===== config.mk =====
export PLATFORM = sky130hd
export DESIGN_NAME = page_walker
export DESIGN_NICKNAME = d
export VERILOG_FILES = /design/src/rtl/pgwalk_pkg.sv /design/src/rtl/pgwalk_ctrl.sv /design/src/rtl/pgwalk_dpath.sv /design/src/rtl/page_walker.sv
export SDC_FILE = /design/constraint.sdc
export NUM_CORES = 1
export LEC_CHECK = 0
export ABC_CLOCK_PERIOD_IN_PS = 2070
export BUFFER_PORTS_ARGS = -buffer_cell sky130_fd_sc_hd__buf_4
export CORE_MARGIN = 4
export CORE_UTILIZATION = 30
export DETAILED_ROUTE_END_ITERATION = 6
export SLEW_MARGIN = 20
export SYNTH_ARGS = -nofsm -noshare
export SYNTH_HDL_FRONTEND = slang
export SYNTH_SLANG_ARGS = --single-unit

===== constraint.sdc =====
create_clock -name clk -period 2.07 [get_ports clk]
set_clock_uncertainty 0.05 [all_clocks]
set_input_delay 0.207 -clock clk [delete_from_list [all_inputs] [get_ports clk]]
set_output_delay 0.207 -clock clk [all_outputs]
set_load 0.1 [all_outputs]

===== src/rtl/pgwalk_pkg.sv =====
package pgwalk_pkg;

  typedef enum logic [2:0] {
    IDLE    = 3'd0,
    READ_L1 = 3'd1,
    WAIT_L1 = 3'd2,
    READ_L2 = 3'd3,
    WAIT_L2 = 3'd4,
    DONE    = 3'd5
  } walkState_t;

  // strobes from control to datapath
  typedef struct packed {
    logic latchReq;  // capture the incoming request
    logic selL2;     // address the inner table instead of the root table
    logic takeL1;    // consume a root-level response
    logic takeL2;    // consume an inner-level response
  } walkStrobe_t;

  localparam int unsigned ENTRY_VALID_BIT = 0;
  localparam int unsigned ENTRY_WRITE_BIT = 1;
  localparam int unsigned ENTRY_USER_BIT  = 2;

  localparam int unsigned CAUSE_W = 3;

endpackage


===== src/rtl/pgwalk_ctrl.sv =====
module pgwalk_ctrl
  import pgwalk_pkg::*;
(
  input  logic        clk,
  input  logic        rstN,
  input  logic        reqValid,
  input  logic        memReqReady,
  input  logic        memRspValid,
  input  logic        stopNow,
  output logic        reqReady,
  output logic        memReqValid,
  output logic        done,
  output walkStrobe_t strb
);

  walkState_t stateQ, stateD;

  always_ff @(posedge clk) begin
    if (!rstN) stateQ <= IDLE;
    else       stateQ <= stateD;
  end

  always_comb begin
    stateD      = stateQ;
    reqReady    = 1'b0;
    memReqValid = 1'b0;
    done        = 1'b0;
    strb        = '0;
    unique case (stateQ)
      IDLE: begin
        reqReady = 1'b1;
        if (reqValid) begin
          strb.latchReq = 1'b1;
          stateD        = READ_L1;
        end
      end
      READ_L1: begin
        memReqValid = 1'b1;
        if (memReqReady) stateD = WAIT_L1;
      end
      WAIT_L1: begin
        if (memRspValid) begin
          strb.takeL1 = 1'b1;
          stateD      = stopNow ? DONE : READ_L2;
        end
      end
      READ_L2: begin
        strb.selL2  = 1'b1;
        memReqValid = 1'b1;
        if (memReqReady) stateD = WAIT_L2;
      end
      WAIT_L2: begin
        strb.selL2 = 1'b1;
        if (memRspValid) begin
          strb.takeL2 = 1'b1;
          stateD      = DONE;
        end
      end
      DONE: begin
        done   = 1'b1;
        stateD = IDLE;
      end
      default: stateD = IDLE;
    endcase
  end

endmodule


===== src/rtl/pgwalk_dpath.sv =====
module pgwalk_dpath
  import pgwalk_pkg::*;
#(
  parameter int unsigned ADDR_W = 32,
  parameter int unsigned IDX_W  = 10,
  parameter int unsigned OFF_W  = 12
) (
  input  logic                clk,
  input  logic                rstN,
  input  walkStrobe_t         strb,
  input  logic [ADDR_W-1:0]   reqVaddr,
  input  logic [ADDR_W-1:0]   reqRoot,
  input  logic                reqWrite,
  input  logic                reqUser,
  input  logic [ADDR_W-1:0]   memRspData,
  output logic [ADDR_W-1:0]   memReqAddr,
  output logic                stopNow,
  output logic [ADDR_W-1:0]   resPaddr,
  output logic                resFault,
  output logic [CAUSE_W-1:0]  resCause
);

  localparam int unsigned FRAME_W     = ADDR_W - OFF_W;
  localparam int unsigned ENTRY_BYTES = ADDR_W / 8;
  localparam int unsigned ENTRY_SHIFT = $clog2(ENTRY_BYTES);

  logic [ADDR_W-1:0]  vaddrQ;
  logic [FRAME_W-1:0] rootFrameQ;
  logic [FRAME_W-1:0] innerFrameQ;
  logic               writeQ;
  logic               userQ;
  logic [ADDR_W-1:0]  paddrQ;
  logic               faultQ;
  logic [CAUSE_W-1:0] causeQ;

  logic [IDX_W-1:0]   idxTop;
  logic [IDX_W-1:0]   idxLow;
  logic [IDX_W-1:0]   curIdx;
  logic [FRAME_W-1:0] curFrame;
  logic [ADDR_W-1:0]  frameAddr;
  logic [ADDR_W-1:0]  idxAddr;
  logic [FRAME_W-1:0] rspFrame;
  logic               entryValid;
  logic               permBad;
  logic [1:0]         stopLevel;
  logic [CAUSE_W-1:0] stopCause;

  // address generation
  assign idxTop    = vaddrQ[ADDR_W-1 -: IDX_W];
  assign idxLow    = vaddrQ[OFF_W +: IDX_W];
  assign curIdx    = strb.selL2 ? idxLow : idxTop;
  assign curFrame  = strb.selL2 ? innerFrameQ : rootFrameQ;
  assign frameAddr = {curFrame, {OFF_W{1'b0}}};
  assign idxAddr   = ADDR_W'(curIdx) << ENTRY_SHIFT;
  assign memReqAddr = frameAddr + idxAddr;

  // entry checks
  assign rspFrame   = memRspData[ADDR_W-1 -: FRAME_W];
  assign entryValid = memRspData[ENTRY_VALID_BIT];
  assign permBad    = (writeQ & ~memRspData[ENTRY_WRITE_BIT]) |
                      (userQ  & ~memRspData[ENTRY_USER_BIT]);
  assign stopNow    = ~entryValid | permBad;
  assign stopLevel  = strb.takeL2 ? 2'd2 : 2'd1;
  // a stop on a valid entry can only be a permission refusal
  assign stopCause  = {entryValid, stopLevel};

  always_ff @(posedge clk) begin
    if (!rstN) begin
      vaddrQ      <= '0;
      rootFrameQ  <= '0;
      innerFrameQ <= '0;
      writeQ      <= 1'b0;
      userQ       <= 1'b0;
      paddrQ      <= '0;
      faultQ      <= 1'b0;
      causeQ      <= '0;
    end else begin
      if (strb.latchReq) begin
        vaddrQ     <= reqVaddr;
        rootFrameQ <= reqRoot[ADDR_W-1 -: FRAME_W];
        writeQ     <= reqWrite;
        userQ      <= reqUser;
        paddrQ     <= '0;
        faultQ     <= 1'b0;
        causeQ     <= '0;
      end
      if (strb.takeL1) begin
        if (stopNow) begin
          faultQ <= 1'b1;
          causeQ <= stopCause;
        end else begin
          innerFrameQ <= rspFrame;
        end
      end
      if (strb.takeL2) begin
        if (stopNow) begin
          faultQ <= 1'b1;
          causeQ <= stopCause;
        end else begin
          paddrQ <= {rspFrame, vaddrQ[OFF_W-1:0]};
        end
      end
    end
  end

  assign resPaddr = paddrQ;
  assign resFault = faultQ;
  assign resCause = causeQ;

  logic unusedBits;
  assign unusedBits = ^{reqRoot[OFF_W-1:0], memRspData[OFF_W-1:ENTRY_USER_BIT+1]};

endmodule


===== src/rtl/page_walker.sv =====
module page_walker
  import pgwalk_pkg::*;
#(
  parameter int unsigned ADDR_W = 32,
  parameter int unsigned IDX_W  = 10,
  parameter int unsigned OFF_W  = 12
) (
  input  logic              clk,
  input  logic              rstN,
  input  logic              reqValid,
  output logic              reqReady,
  input  logic [ADDR_W-1:0] reqVaddr,
  input  logic [ADDR_W-1:0] reqRoot,
  input  logic              reqWrite,
  input  logic              reqUser,
  output logic              memReqValid,
  input  logic              memReqReady,
  output logic [ADDR_W-1:0] memReqAddr,
  input  logic              memRspValid,
  input  logic [ADDR_W-1:0] memRspData,
  output logic              done,
  output logic [ADDR_W-1:0] resPaddr,
  output logic              resFault,
  output logic [2:0]        resCause
);

  walkStrobe_t strb;
  logic        stopNow;

  pgwalk_ctrl ctrl_i (
    .clk         (clk),
    .rstN        (rstN),
    .reqValid    (reqValid),
    .memReqReady (memReqReady),
    .memRspValid (memRspValid),
    .stopNow     (stopNow),
    .reqReady    (reqReady),
    .memReqValid (memReqValid),
    .done        (done),
    .strb        (strb)
  );

  pgwalk_dpath #(
    .ADDR_W (ADDR_W),
    .IDX_W  (IDX_W),
    .OFF_W  (OFF_W)
  ) dpath_i (
    .clk        (clk),
    .rstN       (rstN),
    .strb       (strb),
    .reqVaddr   (reqVaddr),
    .reqRoot    (reqRoot),
    .reqWrite   (reqWrite),
    .reqUser    (reqUser),
    .memRspData (memRspData),
    .memReqAddr (memReqAddr),
    .stopNow    (stopNow),
    .resPaddr   (resPaddr),
    .resFault   (resFault),
    .resCause   (resCause)
  );

endmodule


==> impl_metrics.tcl, run 1 <==
set metrics [dict create \
    routedWlPerCell_microns 14.8 \
    timing_hold_violations_final 0 \
    power.density_cell_area_nw_per_um2 872 \
    synth-seq-cells 113 \
    wl_microns 14800 \
    max-vdd-ir-drop_uv 539 \
    gp_congestion 0.745 \
    area.growth.synth_to_final_pct 64.6 \
    synth-simple-area-share 0.235 \
    min_delay_worst_endpoint "ctrl_i.stateQ[0]" \
    via_count 4621 \
    drtIter0Drc 196 \
    design_power_total_uw 6930 \
    n_diodes 0 \
    static-leakage-power_uw 0.00324 \
    hp-class "in2reg" \
    max-clock-path-buffers 2 \
    critical_path_required_ps 1810 \
    synth_cell_types 41 \
    main_combinational_cell_family_by_area_after_synthesis "simple AND/OR/NAND/NOR gates" \
    die_area_sq_um 18200 \
    dp_hpwl_microns 9130 \
    finalMaxSlewViolations 0 \
    seq_area_frac_synth 0.468 \
    final_core_util 0.502 \
    die_height_microns 135 \
    critical-path-max-stage-delay_ps 370 \
    ios 174 \
    crit-reg2reg-launch "ctrl_i.stateQ[1]" \
    core_sq_um 15800 \
    grt_first_pass_wirelength_microns 23400 \
    critical_path.endpoint_type "primary output" \
    synth_cells 562 \
    synth_top_cells_by_area "sky130_fd_sc_hd__dfxtp_1, sky130_fd_sc_hd__nand2_1, sky130_fd_sc_hd__nand3_1" \
    port-buffer-count 150 \
    critPathArrivalTime_ps 1890 \
    timing.setup.critical_path_class "reg2out" \
    drive_gt1_frac 0.329 \
    cts.sink_count 113 \
    postSynth.topFlopCell "sky130_fd_sc_hd__dfxtp_1" \
    maximum_number_of_pins_on_one_net_before_global_route_repair 107 \
    min_from "rstN" \
    n_fill_cell 1495 \
    row_count 46 \
    reg2reg_setup_slack_ps 260 \
    cp_slowest_cell "sky130_fd_sc_hd__dfxtp_4" \
    finalCritPeriodShare 1.04 \
    start_util 0.305 \
    worst_flop_to_flop_path_endpoint "dpath_i.resPaddr[18]" \
    tritoncts_clock_tree "built" \
    synth_top_cells_by_count "sky130_fd_sc_hd__nand2_1, sky130_fd_sc_hd__dfxtp_1, sky130_fd_sc_hd__nand3_1" \
    nNetsFinal 874 \
    synth-adder-area-share 0 \
    worstSkewPairLatency_ps 410 \
    clockRootBuffer "sky130_fd_sc_hd__clkbuf_16" \
    timing.final.ws_setup_ps -75.3 \
    antenna_left 0 \
    failed_checks "setup timing" \
    async_flop_share 0 \
    achievable-frequency_ghz 0.466 \
    yosys_warnings 0 \
    synthXorXnorAreaFrac 0.00363 \
    cp-start-kind "flip-flop" \
    cp_max_fo 10 \
    worst_setup_hold_path_clk_slew_ps 50 \
    post-route-min-period_ps 2150 \
    timing.max_cap.violations 0 \
    synth.largest_area_cell "sky130_fd_sc_hd__dfxtp_1" \
    most_instantiated_library_cell_after_synthesis "sky130_fd_sc_hd__nand2_1" \
    track_usage 0.164 \
    crit_path_cell_trace "nor3b_4 > a21o_4 > buf_12 > mux2_2 > buf_6" \
    synth_top_area_share 0.468 \
    first_global_vias 4602 \
    ctsHtreeMaxLevel 4 \
    synth.area.mux_share 0.0855 \
    drc 0 \
    drt-pass1-iter-count 7 \
    antenna_found_initial 0 \
    synth-compound-area-share 0.140 \
    status "finished with violations" \
    synth_enable_flop_cells 0 \
    synthesis.area_sq_um 4830 \
    syn_area_per_cell_sq_um 8.59 \
    setup_violations 30 \
    fp.dieW_microns 135 \
    grt.overflow.total 0 \
    detail_route.vias_per_cell 4.62 \
    r2r.worst_path.cells 6 \
    cts-buffers-inserted 17 \
    rsz0062_at_grt "yes" \
    worstHoldPathCells 2 \
]
## cells in the final DEF (no fill, tap or decap), types with 5 or more instances in the layout
cell type and n:
sky130_fd_sc_hd__o21ai_2 9, sky130_fd_sc_hd__mux2_4 26, sky130_fd_sc_hd__buf_4 126, sky130_fd_sc_hd__o21ai_1 43
sky130_fd_sc_hd__buf_12 35, sky130_fd_sc_hd__clkbuf_16 17, sky130_fd_sc_hd__nand2_1 133, sky130_fd_sc_hd__buf_6 5
sky130_fd_sc_hd__a21oi_1 55, sky130_fd_sc_hd__nand3_2 8, sky130_fd_sc_hd__dfxtp_1 111, sky130_fd_sc_hd__dlygate4sd3_1 74
sky130_fd_sc_hd__nand3_1 77
## per-stage QoR
step | area, sq um | setup WS (ps) | setup TNS [ps] | hold WS, ps | cells
2_1_floorplan | 4840 | -57.1 | -571 | 278 | 563
3_3_place_gp | 6150 | 216 | 0 | 382 | 891
3_5_place_dp | 6150 | 163 | 0 | 387 | 891
4_1_cts | 7950 | -93.6 | -1600 | 12.4 | 1000
5_1_grt | 7950 | -146 | -3110 | 25.2 | 1000
6_report | 7950 | -75.3 | -957 | 37.3 | 1000
## metal layers
layer  wire length (microns)  vias to the layer above  global-route usage  part of all wire
met2                    7490                      123               0.281              0.51
met4                     282                        0              0.0577             0.019
met1                    6330                     2143               0.197              0.43
met3                     698                       21              0.0447             0.047
met5                       0                        -                   0                 0
li1                        -                     2334                   -                 -
## registers in the layout (all words and copies together) (netlist names)
signal	cells
dpath_i.resPaddr	32
dpath_i.vaddrQ	32
dpath_i.innerFrameQ	20
dpath_i.rootFrameQ	20
ctrl_i.stateQ	3
dpath_i.resCause	3
dpath_i.resFault	1
dpath_i.userQ	1
dpath_i.writeQ	1
## power breakdown
part	leakage, uW	internal, uW	switching (uW)
clock	0.000314	2140	1010
combinational	0.00201	594	863
sequential	0.000920	2270	51.2
total	0.00324	5010	1920
## cell families after synthesis
group / Yosys count
AND/OR/NAND/NOR: 242
AO/OA/AOI/OAI: 120
flip-flops: 113
buffers and inverters: 54
multiplexers: 30
XOR/XNOR: 2
other: 1
## worst max path at each step
| stage | startpoint | to | slack, ps |
|---|---|---|---|
| 3_5_place_dp | ctrl_i.stateQ[2] | memReqAddr[24] | 160 |
| 2_1_floorplan | ctrl_i.stateQ[2] | memReqAddr[15] | -60 |
| 5_1_grt | ctrl_i.stateQ[2] | memReqAddr[2] | -150 |
| 3_3_place_gp | ctrl_i.stateQ[2] | memReqAddr[24] | 220 |
| 4_1_cts | ctrl_i.stateQ[2] | memReqAddr[3] | -90 |
| 6_report | ctrl_i.stateQ[2] | memReqAddr[3] | -80 |
## cell type report
| type | count | area (sq um) | share of cell area |
|---|---|---|---|
| Tap cell | 216 | 270 | 0.0340 |
| Timing Repair Buffer | 241 | 2470 | 0.311 |
| Clock inverter | 9 | 151 | 0.0190 |
| Inverter | 2 | 7.51 | 0.000944 |
| Sequential cell | 113 | 2270 | 0.285 |
| Multi-Input combinational cell | 396 | 2290 | 0.289 |
| Clock buffer | 23 | 488 | 0.0614 |
## critical path, delay by kind of cell (launching register included)
family                 cells  cell delay (ps)
AND/OR/NAND/NOR            1              210
multiplexers               1              350
AO/OA/AOI/OAI              1              200
buffers and inverters      2              350
flip-flops                 1              370
## repair_timing
action                                  in CTS  in global routing
hold buffers                                74                  0
pin swaps                                    1                  0
hold endpoints to repair                    89                  0
endpoints found under the setup margin      30                 30
setup buffers                                2                  0
resized for setup                           94                  0
gates cloned                                 1                  0
Note: power is estimated with default switching activity, not from simulation.
==> inputs of run 2 (changes only) <==
ABC_CLOCK_PERIOD_IN_PS = 1900   (was 2070)
CORE_UTILIZATION = 45   (was 30)
PLACE_DENSITY = 0.76   (was default)
clock period = 1.9 ns   (was 2.07 ns; I/O delays follow)
==> run 2 against run 1 <==
Effect of this change: first-iteration DRC count is 81% higher; register-to-register slack got worse by 160 ps; cell area down 0.93%; clock power decreased by 6%; the flow still finishes with violations (setup timing); critical path type unchanged; core utilization grew 26 points.
==> impl_metrics.tcl, run 2 (same netlist as run 1, synthesis figures left out) <==
set metrics [dict create \
    grt_first_pass_wirelength_microns 23200 \
    finalMaxSlewViolations 0 \
    maximum_number_of_pins_on_one_net_before_global_route_repair 83 \
    grt.overflow.total 0 \
    hp-class "in2reg" \
    cts-buffers-inserted 17 \
    final_cells 926 \
    placedInstanceArea_sq_um 6020 \
    timing.setup.critical_path_class "reg2out" \
    wl_microns 14800 \
    routedWlPerCell_microns 16.0 \
    grt_util_met3 0.0549 \
    post-route-min-period_ps 2220 \
    tritoncts_clock_tree "built" \
    ios 174 \
    timing.max_cap.violations 0 \
    detail_route.vias_per_cell 5.18 \
    status "finished with violations" \
    drive_gt1_frac 0.335 \
    max-vdd-ir-drop_uv 512 \
    timing_hold_violations_final 0 \
    die_area_sq_um 12500 \
    p_sw_frac 0.310 \
    critPathArrivalTime_ps 1980 \
    worst_setup_hold_path_clk_slew_ps 60 \
    layout_common_cells "sky130_fd_sc_hd__nand2_1, sky130_fd_sc_hd__buf_4, sky130_fd_sc_hd__dfxtp_1, sky130_fd_sc_hd__nand3_1, sky130_fd_sc_hd__dlygate4sd3_1" \
    nNetsFinal 879 \
    place_inst 812 \
    grtUsageMet1 0.260 \
    antenna_left 0 \
    finalInstanceArea_sq_um 7880 \
    core_sq_um 10400 \
    max-clock-path-buffers 2 \
    switchingPower_uw 2210 \
    die_height_microns 112 \
    drt-pass1-iter-count 5 \
    achievable-frequency_ghz 0.450 \
    p_int_uw 4920 \
    rsz0062_at_grt "yes" \
    globalRoute.busiestLayer "met2" \
    finalCritPeriodShare 1.17 \
    area.growth.synth_to_final_pct 63.1 \
    critical_path_required_ps 1660 \
    mostFrequentLayoutCell "sky130_fd_sc_hd__nand2_1" \
    clock_power_share 0.416 \
    start_util 0.466 \
    cp_max_fo 6 \
    dp_hpwl_microns 8790 \
    track_usage 0.226 \
    pwr-share-seq 0.356 \
    critical_path.endpoint_type "primary output" \
    gp_congestion 0.788 \
    combinationalPowerShare 0.228 \
    row_count 37 \
    clockRootBuffer "sky130_fd_sc_hd__clkbuf_8" \
    fp.dieW_microns 112 \
    power.density_cell_area_nw_per_um2 905 \
    final.setup.tns_ps -8970 \
    failed_checks "setup timing" \
    static-leakage-power_uw 0.00323 \
    cts.sink_count 113 \
    setup_violations 30 \
    via_count 4793 \
    drtIter0Drc 355 \
    first_global_vias 4801 \
    worstSkewPairLatency_ps 500 \
    antenna_found_initial 1 \
    ctsHtreeMaxLevel 4 \
    grt_use_met2 0.399 \
    cp-start-kind "flip-flop" \
    timing.final.ws_setup_ps -322 \
    port-buffer-count 150 \
    drc 0 \
]
run 2: cell types whose count changed in the layout (fill, tap and decap cells not counted), moves of 3 or more:
cell                            change
sky130_fd_sc_hd__buf_6              -3
sky130_fd_sc_hd__bufinv_16          -3
sky130_fd_sc_hd__clkbuf_8           -3
sky130_fd_sc_hd__clkinvlp_4         +3
sky130_fd_sc_hd__dlygate4sd3_1      +3
sky130_fd_sc_hd__inv_6              +4
sky130_fd_sc_hd__mux2_2             -4
sky130_fd_sc_hd__mux2_4             +4
run 2: path summary, 6_finish.rpt:
check                    start                    to  slack [ps]  depth (start not counted)
max           ctrl_i.stateQ[2]        memReqAddr[13]        -320                          5
min                       rstN      ctrl_i.stateQ[0]          40                          2
max reg2reg   ctrl_i.stateQ[1]  dpath_i.resPaddr[16]         100                          6
min reg2reg  dpath_i.vaddrQ[8]     dpath_i.vaddrQ[8]         400                          2
run 2: per-layer routing:
metal  part of all wire  wire, microns
met1               0.40           5880
met2               0.53           7840
met3              0.047            703
met4              0.027            403
met5                  0              0
run 2: repair_timing:
item                                    CTS  global route
hold buffers                             77             0
gates resized for setup                  73            38
gates cloned                              0             2
endpoints found under the setup margin   31            31
setup buffers                             2             1
endpoints found under the hold margin    97             0
pin swaps                                 1             1
run 2: final cells by class:
type / count / area, sq um
diodes: 1 / 2.50
clock buffers: 17 / 414
clock inverters: 15 / 149
fillers: 686 / 2490
inverters: 2 / 7.51
multi-input cells: 396 / 2320
flip-flops and latches: 113 / 2270
well taps: 136 / 170
repair buffers: 246 / 2540
run 2: power groups by stage:
stage | Sequential, uW | Combinational, uW | Clock [uW]
floorplan | 2580 | 919 | 0
global route | 2540 | 1710 | 3130
finish | 2530 | 1620 | 2960
detailed placement | 2580 | 1260 | 0
CTS | 2530 | 1520 | 3010
global placement | 2570 | 1250 | 0
run 2: worst max-delay path, cell delays in order, from the launching register on:
cell and delay, ps:
sky130_fd_sc_hd__dfxtp_4 360, sky130_fd_sc_hd__nor3b_4 220, sky130_fd_sc_hd__a21o_4 220, sky130_fd_sc_hd__clkbuf_16 190, sky130_fd_sc_hd__mux2_4 320, sky130_fd_sc_hd__buf_12 170
run 2: per-stage QoR:
stage / total power [uW] / setup slack, ps / hold slack, ps / utilization
floorplan: 3500 / -206 / 261 / -
global placement: 3820 / 114 / 364 / 0.581
detailed placement: 3840 / 54.8 / 366 / 0.581
CTS: 7070 / -361 / 9.50 / 0.739
global route: 7380 / -393 / 41.3 / 0.759
finish: 7120 / -322 / 43.8 / 0.759
